**src/rtl/dmacnt_pkg.sv**
```systemverilog
package dmacnt_pkg;
  typedef enum logic [1:0] {
    SEL_LO   = 2'd0,
    SEL_MID  = 2'd1,
    SEL_HI   = 2'd2,
    SEL_NONE = 2'd3
  } byte_sel_e;
endpackage

```
**src/rtl/dmacnt_bytebank.sv**
```systemverilog
module dmacnt_bytebank #(
  parameter int NBYTES = 3,
  parameter int BW     = 8,
  localparam int WW    = NBYTES * BW
) (
  input  logic          clk,
  input  logic          rst_n,
  input  logic          wr_en,
  input  logic [1:0]    wr_sel,
  input  logic [BW-1:0] wr_data,
  output logic [WW-1:0] wr_word,
  output logic          wr_hit
);
  assign wr_hit = wr_en && (int'(wr_sel) < NBYTES);

  for (genvar g = 0; g < NBYTES; g++) begin : g_byte
    logic [BW-1:0] stage_q;

    always_ff @(posedge clk) begin
      if (!rst_n) begin
        stage_q <= '0;
      end else if (wr_en && int'(wr_sel) == g) begin
        stage_q <= wr_data;
      end
    end

    assign wr_word[g*BW +: BW] = stage_q;
  end
endmodule

```
**src/rtl/dmacnt_lencalc.sv**
```systemverilog
module dmacnt_lencalc #(
  parameter int CNT_W    = 24,
  parameter int LEN_W    = 17,
  parameter int ZERO_LEN = 65536,
  parameter int CMD_CAP  = 32,
  localparam int EFF_W   = CNT_W + 1
) (
  input  logic [CNT_W-1:0] count,
  input  logic [LEN_W-1:0] pending,
  input  logic             cmd_phase,
  output logic [LEN_W-1:0] len
);
  logic [EFF_W-1:0] eff;
  logic [EFF_W-1:0] cap;
  logic [EFF_W-1:0] pick;

  always_comb begin
    eff  = (count == '0) ? EFF_W'(ZERO_LEN) : {1'b0, count};
    cap  = cmd_phase ? EFF_W'(CMD_CAP) : EFF_W'(pending);
    pick = (eff < cap) ? eff : cap;
    len  = pick[LEN_W-1:0];
  end
endmodule

```
**src/rtl/dmacnt_down.sv**
```systemverilog
module dmacnt_down #(
  parameter int LEN_W = 17
) (
  input  logic             clk,
  input  logic             rst_n,
  input  logic             start,
  input  logic [LEN_W-1:0] load_len,
  input  logic             beat_valid,
  output logic             beat_ready,
  output logic             busy,
  output logic             start_acc,
  output logic             beat_fire,
  output logic             fin
);
  logic [LEN_W-1:0] remaining;

  assign beat_ready = busy;
  assign start_acc  = start && !busy;
  assign beat_fire  = busy && beat_valid;
  assign fin        = (start_acc && load_len == '0) ||
                      (beat_fire && remaining == LEN_W'(1));

  always_ff @(posedge clk) begin
    if (!rst_n) begin
      remaining <= '0;
      busy      <= 1'b0;
    end else if (start_acc) begin
      remaining <= load_len;
      busy      <= (load_len != '0);
    end else if (beat_fire) begin
      remaining <= remaining - LEN_W'(1);
      if (remaining == LEN_W'(1)) busy <= 1'b0;
    end
  end

  a_r6_step: assert property (@(posedge clk) disable iff (!rst_n)
    (beat_fire && remaining > LEN_W'(1)) |=>
      (busy && remaining == $past(remaining) - LEN_W'(1)));

  a_r7_last_beat: assert property (@(posedge clk) disable iff (!rst_n)
    (beat_fire && remaining == LEN_W'(1)) |=> !busy);

  a_r5_busy_ignores_start: assert property (@(posedge clk) disable iff (!rst_n)
    (busy && start && !beat_valid) |=> (busy && $stable(remaining)));
endmodule

```
**src/rtl/dma_xfer_counter.sv**
```systemverilog
module dma_xfer_counter #(
  parameter int          NBYTES   = 3,
  parameter int          BW       = 8,
  parameter int          LEN_W    = 17,
  parameter int          ZERO_LEN = 65536,
  parameter int          CMD_CAP  = 32,
  parameter logic [7:0]  CHIP_ID  = 8'hA2,
  localparam int         CNT_W    = NBYTES * BW
) (
  input  logic             clk,
  input  logic             rst_n,
  input  logic             wr_en,
  input  logic [1:0]       wr_sel,
  input  logic [BW-1:0]    wr_data,
  input  logic             cmd_valid,
  input  logic             cmd_dma,
  input  logic             start,
  input  logic [LEN_W-1:0] pending,
  input  logic             cmd_phase,
  input  logic             beat_valid,
  output logic             beat_ready,
  output logic             busy,
  output logic [LEN_W-1:0] xfer_len,
  output logic [CNT_W-1:0] rd_count,
  output logic             tc,
  output logic             done
);
  import dmacnt_pkg::*;

  localparam logic [CNT_W-1:0] RST_COUNT = {CHIP_ID, (CNT_W-8)'(0)};

  logic [CNT_W-1:0] wr_word;
  logic             wr_hit;
  logic [LEN_W-1:0] calc_len;
  logic             start_acc;
  logic             beat_fire;
  logic             fin;

  dmacnt_bytebank #(.NBYTES(NBYTES), .BW(BW)) u_bank (
    .clk(clk), .rst_n(rst_n), .wr_en(wr_en), .wr_sel(wr_sel),
    .wr_data(wr_data), .wr_word(wr_word), .wr_hit(wr_hit)
  );

  dmacnt_lencalc #(.CNT_W(CNT_W), .LEN_W(LEN_W), .ZERO_LEN(ZERO_LEN),
                   .CMD_CAP(CMD_CAP)) u_len (
    .count(rd_count), .pending(pending), .cmd_phase(cmd_phase), .len(calc_len)
  );

  dmacnt_down #(.LEN_W(LEN_W)) u_down (
    .clk(clk), .rst_n(rst_n), .start(start), .load_len(calc_len),
    .beat_valid(beat_valid), .beat_ready(beat_ready), .busy(busy),
    .start_acc(start_acc), .beat_fire(beat_fire), .fin(fin)
  );

  // Priority: completion zeroes, then reload, then per-byte decrement.
  always_ff @(posedge clk) begin
    if (!rst_n) begin
      rd_count <= RST_COUNT;
      tc       <= 1'b0;
      done     <= 1'b0;
      xfer_len <= '0;
    end else begin
      done <= fin;
      if (start_acc) xfer_len <= calc_len;

      if (fin)                        rd_count <= '0;
      else if (cmd_valid && cmd_dma)  rd_count <= wr_word;
      else if (beat_fire && rd_count != '0) rd_count <= rd_count - CNT_W'(1);

      if (fin)                        tc <= 1'b1;
      else if (wr_hit || start_acc)   tc <= 1'b0;
    end
  end

  a_r7_done_state: assert property (@(posedge clk) disable iff (!rst_n)
    done |-> (tc && rd_count == '0 && !busy));

  a_r2_write_clears: assert property (@(posedge clk) disable iff (!rst_n)
    (wr_en && wr_sel != SEL_NONE && !fin) |=> !tc);

  a_r3_reload: assert property (@(posedge clk) disable iff (!rst_n)
    (cmd_valid && cmd_dma && !fin) |=> (rd_count == $past(wr_word)));

  a_r4_cmd_cap: assert property (@(posedge clk) disable iff (!rst_n)
    (start_acc && cmd_phase) |=> (xfer_len <= LEN_W'(CMD_CAP)));

  a_r10_done_wins: assert property (@(posedge clk) disable iff (!rst_n)
    fin |=> (tc && done));
endmodule

```
**config.mk**
```make
export PLATFORM = sky130hd
export DESIGN_NAME = dma_xfer_counter
export DESIGN_NICKNAME = d
export VERILOG_FILES = /design/src/rtl/dmacnt_pkg.sv /design/src/rtl/dmacnt_bytebank.sv /design/src/rtl/dmacnt_lencalc.sv /design/src/rtl/dmacnt_down.sv /design/src/rtl/dma_xfer_counter.sv
export SDC_FILE = /design/constraint.sdc
export NUM_CORES = 1
export LEC_CHECK = 0
export BUFFER_PORTS_ARGS = -buffer_cell sky130_fd_sc_hd__buf_4
export CAP_MARGIN = 0
export CORE_MARGIN = 4
export CORE_UTILIZATION = 57
export CTS_CLUSTER_SIZE = 16
export DETAILED_ROUTE_END_ITERATION = 10
export MAX_ROUTING_LAYER = met4
export PLACE_DENSITY = 0.8
export SLEW_MARGIN = 30
export SYNTH_ARGS = -nofsm -noshare
export SYNTH_HDL_FRONTEND = slang
export SYNTH_SLANG_ARGS = --single-unit
```
**constraint.sdc**
```tcl
create_clock -name clk -period 4.8 [get_ports clk]
set_input_delay 1.2 -clock clk [delete_from_list [all_inputs] [get_ports clk]]
set_output_delay 1.2 -clock clk [all_outputs]
set_load 0.05 [all_outputs]
```
# --- After elaboration in Yosys (flattened, before gate mapping) ---
# Index checks and enable logic that the tools add are counted.
word_totals:
  register_bits: 85
  inputBits: 35
  output_inout_bits: 45
op_classes:
  n_reduce_logical: 25
  add_sub_neg: 2
  n_eq_ne: 3
  mux: 13
  bitwise_logic: 1
  order_cmp: 2
op_table:
  columns: ["op", "n"]
  rows:
  - ["$mux W24", 4]
  - ["$mux W17", 4]
  - ["$logic_not A24 Y1", 1]
  - ["$lt A24 B17 Y1", 1]
  - ["$reduce_bool A24 Y1", 1]
  - ["$sub A24 B1 Y24 const B", 1]
  - ["$eq A17 B1 Y1 const B", 1]
  - ["$logic_not A17 Y1", 1]
  - ["$reduce_bool A17 Y1", 1]
  - ["$sub A17 B1 Y17 const B", 1]
  - ["$logic_and A1 B1 Y1", 10]
  - ["$reduce_bool A2 Y1", 4]
  - ["$mux W1", 5]
  - ["$eq A2 B2 Y1 const B", 2]
  - ["$reduce_bool A3 Y1", 1]
  - ["$logic_not A2 Y1", 1]
  - ["$logic_or A1 B1 Y1", 2]
  - ["$lt A2 B2 Y1 const B", 1]
  - ["$reduce_and A2 Y1", 1]
  - ["$reduce_or A2 Y1", 1]
  - ["$logic_not A1 Y1", 1]
  - ["$not A1 Y1", 1]

# --- Logic depth before layout (Yosys ltp) ---
depth:
  word_depth: 8
  mapped_depth: 16
  depth_no_buf: 15

# --- Modules after synthesis ---
# Synthesis repeated with hierarchy kept, for this count alone.
unflattened:
  cells_unflattened: 587
  area_unflattened_um2: 5088.6
modules_own_cells:
  columns: ["mod", "cells_per_inst", "instances", "area_per_inst_um2"]
  rows:
  - ["dma_xfer_counter", 247, 1, 2228.4]
  - ["dmacnt_down", 131, 1, 1081.0]
  - ["dmacnt_bytebank", 90, 1, 908.4]
  - ["dmacnt_lencalc", 119, 1, 870.8]

# --- Worst setup path after synthesis ---
# OpenSTA, ideal clock, no wires.
synth_timing:
  kind: "input to register"
  from: "in cmd_phase"
  to: "reg xfer_len[9]"
  path_stages: 12
  setup_ns: 0.070
  path_slack_ns: 0.957
  arrival_time_ns: 3.773
  path_cell_list: "clkbuf_1 -> clkbuf_1 -> nand2b_1 -> ha_1 -> a211oi_1 -> o211ai_1 -> o221ai_1 -> nand2_2 -> a21oi_4 -> buf_8 -> mux2_1 -> a21oi_1"
synth_between:
  elab_chain_cells: 3
synth_rtl:
  columns: ["item", "line", "rtl"]
  rows:
  - ["start: declaration", "dma_xfer_counter.sv:19", "input logic cmd_phase,"]
  - ["$mux W17 *", "dmacnt_lencalc.sv:19", "cap = cmd_phase ? EFF_W'(CMD_CAP) : EFF_W'(pending);"]
  - ["$lt A24 B17 Y1", "dmacnt_lencalc.sv:20", "pick = (eff < cap) ? eff : cap;"]
  - ["$mux W17 *", "dmacnt_lencalc.sv:20", null]
  - ["end signal: assignment", "dma_xfer_counter.sv:64", "if (start_acc) xfer_len <= calc_len;"]
  - ["end: declaration", "dma_xfer_counter.sv:23", "output logic [LEN_W-1:0] xfer_len,"]
# Mark *: on every way between the ends. The rest lies on a longest branch, timed or not.
# A chain may end at the register's enable or synchronous reset.

# --- Final worst setup path ---
layout_timing:
  from: "reg rd_count[0]"
  to: "reg u_down.remaining[3]"
layout_between:
  elab_chain_cells: 5
layout_rtl:
  columns: ["item", "line", "rtl"]
  rows:
  - ["start: declaration", "dma_xfer_counter.sv:24", "output logic [CNT_W-1:0] rd_count,"]
  - ["start signal: assignment", "dma_xfer_counter.sv:67", "else if (cmd_valid && cmd_dma) rd_count <= wr_word;"]
  - ["start signal: assignment", "dma_xfer_counter.sv:68", "else if (beat_fire && rd_count != '0) rd_count <= rd_count - CNT_W'(1);"]
  - ["$logic_not A24 Y1", "dmacnt_lencalc.sv:18", "eff = (count == '0) ? EFF_W'(ZERO_LEN) : {1'b0, count};"]
  - ["$mux W24 *", "dmacnt_lencalc.sv:18", null]
  - ["$lt A24 B17 Y1", "dmacnt_lencalc.sv:20", null]
  - ["$mux W17 *", "dmacnt_lencalc.sv:20", null]
  - ["$mux W17 *", "dmacnt_down.sv:27", "end else if (start_acc) begin"]
  - ["end signal: assignment", "dmacnt_down.sv:28", "remaining <= load_len;"]
  - ["end signal: assignment", "dmacnt_down.sv:31", "remaining <= remaining - LEN_W'(1);"]
  - ["end: declaration", "dmacnt_down.sv:15", "logic [LEN_W-1:0] remaining;"]
# Marks and branches as above.

==> impl_results.md <==
* Status: complete, no violations
* RSZ-0062 raised after global routing: no
* Routability congestion estimate at 0.984
* Placed Area at 0.00562 mm^2
* Worst Setup EP: u_down.remaining[3]$_SDFFE_PN0P_
* DRC violations left at 0
* Detail Placement HPWL at 11.3 mm
* Register area share after synthesis at 0.339
* Ys Warns at 0
* Dominant synthesized flop cell: dfxtp_1
* Reg2Reg Depth at 14
* First-pass GRT wire length at 23.0 mm
* Maxcap violations at 0
* Setup TNS at 0 ns
* Fill count at 708
* Root Buffer: clkbuf_8
* TritonCTS Buffers at 9
* Setup-failing EPs final at 0
* Clock Tree Buf Depth at 2
* EDFF count, synth at 0
* Clock sinks at 85
* Vias per std cell at 6.15
* Vias in the first global route at 4,393
* Port Buf Inserts at 79
* WHS at 0.472 ns
* Origin of the worst min-delay path: xfer_len[5]$_SDFFE_PN0P_
* HP Class: register to register
* Syn-to-layout area delta at 16.8%
* Core Util, Final at 0.700
* Cts repair resizes at 0
* Num ports at 80
* Hold path depth at 2
* Overall routed net length at 14.7 mm
* Worst slew pin tran at 0.999 ns
* Detail-routed net length per standard cell at 19.3 um
* CTS tree: built
* CP required at 5.07 ns
* Synthesized cell area at 0.00502 mm^2
* Crit path DAT at 4.55 ns
* Yosys top cell by area: dfxtp_1
* Synth Register Bits at 85
* Slew HR at 0.325
* Worst Path Class, Setup: register to register
* P_leak at 2.47 nW
* Total gr overflow at 0
* Cell Rows at 33
* Reg2reg start: rd_count[0]$_SDFFE_PP0P_
* Hold Buf Count CTS at 0
* Max-slew violation count at 0
* Ant diodes at 0
* Die H at 102 um
* Post-synthesis cell count at 599
* Initial antenna violation count at 0
* Reg-to-reg endpoint: u_down.remaining[3]$_SDFFE_PN0P_
* Nets@finish at 705
* Largest net degree at the start of global routing at 45
* Clock period minus worst slack at 4.27 ns
* Avg Synthesized Cell Area at 8.39 um^2
* FFs w/ async S/R, synth at 0
* Total number of vias at 4,671
* Initial Util at 0.599
* H-tree lvl count at 3
* Initial drt markers at 307
* DRT Pass-1 Iters at 5
* Clock skew at 0.0101 ns
* Fin area at 0.00587 mm^2
* Post-synth top area share at 0.339
* Ratio of final minimum period to clock period at 0.890
* Die area at 0.0104 mm^2
* CP Capture Type: register
* Worst Path Max Fanout at 18
* Clk_lat worst skew at 0.36 ns
* F_max at 234 MHz
* Syn_nets at 653
* Setup bufs post-CTS at 0
* Hold Vio Cnt, Final at 0
* Worst R2R Setup Slack at 0.53 ns
* Die width at 102 um
* Total GRT Usage at 0.297
* Pwr/cell area at 326 mW/mm^2
* Synth unique cells at 63
* Share of layout cells above drive strength 1 at 0.224
* Peak supply drop at 0.000215 V
* Top cells by area, synth: dfxtp_1, mux2i_1, nor2_1, ha_1, a211oi_2
* Critical path startpoint: rd_count[0]$_SDFFE_PP0P_
* Post-route ant nets at 0
* Clock-pin slew of the registers on the worst-case setup and hold paths at 0.09 ns
* Core area at 0.00838 mm^2
* Critical Path Start Type: register
-- per-stage QoR --
stage / setup WS [ns] / power, W / std cells
2_1_floorplan: 0.957 / 0.00114 / 599
3_3_place_gp: 0.600 / 0.00128 / 745
3_5_place_dp: 0.461 / 0.00129 / 745
4_1_cts: 0.414 / 0.00191 / 760
5_1_grt: 0.200 / 0.00199 / 760
6_report: 0.528 / 0.00191 / 760
-- layout make-up --
class | instances | area [um^2] | area share
clock inverter | 6 | 119 | 0.0203
tap | 105 | 131 | 0.0224
clock buffer | 9 | 124 | 0.0211
multi-input combinational | 442 | 3030 | 0.516
timing repair buffer | 91 | 683 | 0.116
sequential | 85 | 1700 | 0.290
inverter | 22 | 82.6 | 0.0141
-- critical path, stage by stage (launching register included) --
cell and delay, ns:
dfxtp_1 0.41, inv_1 0.12, ha_1 0.18, nor3b_1 0.44, nand4_2 0.30, nor2_8 0.24, nor2_1 0.12, ha_1 0.23
a211oi_1 0.26, o21ai_0 0.15, a21oi_1 0.36, a21oi_4 0.13, a21oi_4 0.58, mux2_2 0.47, o22ai_1 0.17
-- layout by cell type (no fill, tap or decap), types with 3 or more instances in the layout --
master / synthesis / final
o22ai_1: 3 / 3
mux2_2: 8 / 8
clkbuf_8: 0 / 9
nand2_1: 41 / 41
o21ai_0: 34 / 34
bufinv_16: 0 / 3
nor3b_1: 5 / 5
mux2i_1: 37 / 37
ha_1: 19 / 19
nand3b_1: 3 / 3
nor2b_1: 5 / 4
nand4_1: 7 / 7
or3_1: 11 / 11
and2_1: 3 / 3
nor2_1: 72 / 72
nand3_1: 28 / 28
o311ai_0: 4 / 4
o211ai_1: 6 / 6
a31oi_1: 5 / 5
nor4_1: 14 / 14
a211oi_2: 18 / 18
nand2b_1: 14 / 14
xor2_1: 10 / 10
nor3_1: 11 / 11
xnor2_1: 15 / 15
o21a_1: 3 / 3
buf_4: 1 / 91
dfxtp_1: 85 / 85
inv_1: 21 / 21
a21oi_1: 25 / 25
and3_1: 3 / 3
-- power breakdown --
part | internal, W | switching [W] | leakage [nW]
sequential | 0.000749 | 0.0000450 | 0.697
clock | 0.000350 | 0.000282 | 0.122
combinational | 0.000173 | 0.000314 | 1.65
-- per-layer routing --
metal | global-route usage | wire, um | share of wire
met2 | 0.453 | 6610 | 0.45
met1 | 0.413 | 6830 | 0.47
met5 | - | 0 | 0
met4 | 0.0676 | 199 | 0.014
met3 | 0.0512 | 1020 | 0.069
-- Yosys cell counts (2+ instances only) --
cell / number
or2_2: 2
dfxtp_1: 85
nor4_1: 14
buf_2: 4
xor2_1: 10
nor2_1: 72
and3_1: 3
nand3_1: 28
a31oi_1: 5
and4_1: 2
o41ai_1: 2
clkbuf_1: 41
or4_1: 2
o211ai_1: 6
nand4_1: 7
inv_1: 21
xnor2_1: 15
a211oi_1: 2
nand2b_1: 14
o31a_1: 2
a21oi_4: 2
a32oi_1: 2
and2_1: 3
nand4_2: 2
nor3_1: 11
o22ai_1: 3
o21ai_0: 34
or3_1: 11
o31ai_1: 2
o21a_1: 3
o311ai_0: 4
nor3b_1: 5
nand2_1: 41
nor2b_1: 5
a211oi_2: 18
nand3b_1: 3
buf_6: 2
mux2_2: 8
mux2i_1: 37
a21oi_1: 25
ha_1: 19
-- worst min-delay path by stage --
| stage | to | slack, ns |
|---|---|---|
| 4_1_cts | xfer_len[5]$_SDFFE_PN0P_ | 0.48 |
| 5_1_grt | xfer_len[5]$_SDFFE_PN0P_ | 0.51 |
| 3_5_place_dp | xfer_len[5]$_SDFFE_PN0P_ | 0.46 |
| 2_1_floorplan | rd_count[1]$_SDFFE_PP0P_ | 0.44 |
| 6_report | xfer_len[5]$_SDFFE_PN0P_ | 0.47 |
| 3_3_place_gp | xfer_len[5]$_SDFFE_PN0P_ | 0.45 |
-- registers in the layout (all words and copies together) (netlist names) --
signal and flops:
u_down.beat_ready 1, xfer_len 17, tc 1, u_down.remaining 17, rd_count 24, u_bank.g_byte.stage_q 24, done 1
-- kinds of logic (layout without fill, tap and decap cells) --
kind of cell,Yosys count,in the layout,synth area share
adders and majority gates,19,19,0.0473
buffers and inverters,72,128,0.0608
muxes,46,46,0.0939
xor gates and xnor gates,25,25,0.0436
DFF,85,85,0.339
AOI/OAI and AO/OA,121,121,0.181
and+or+nand+nor,231,231,0.234
Power figures use the tool's default switching activity.
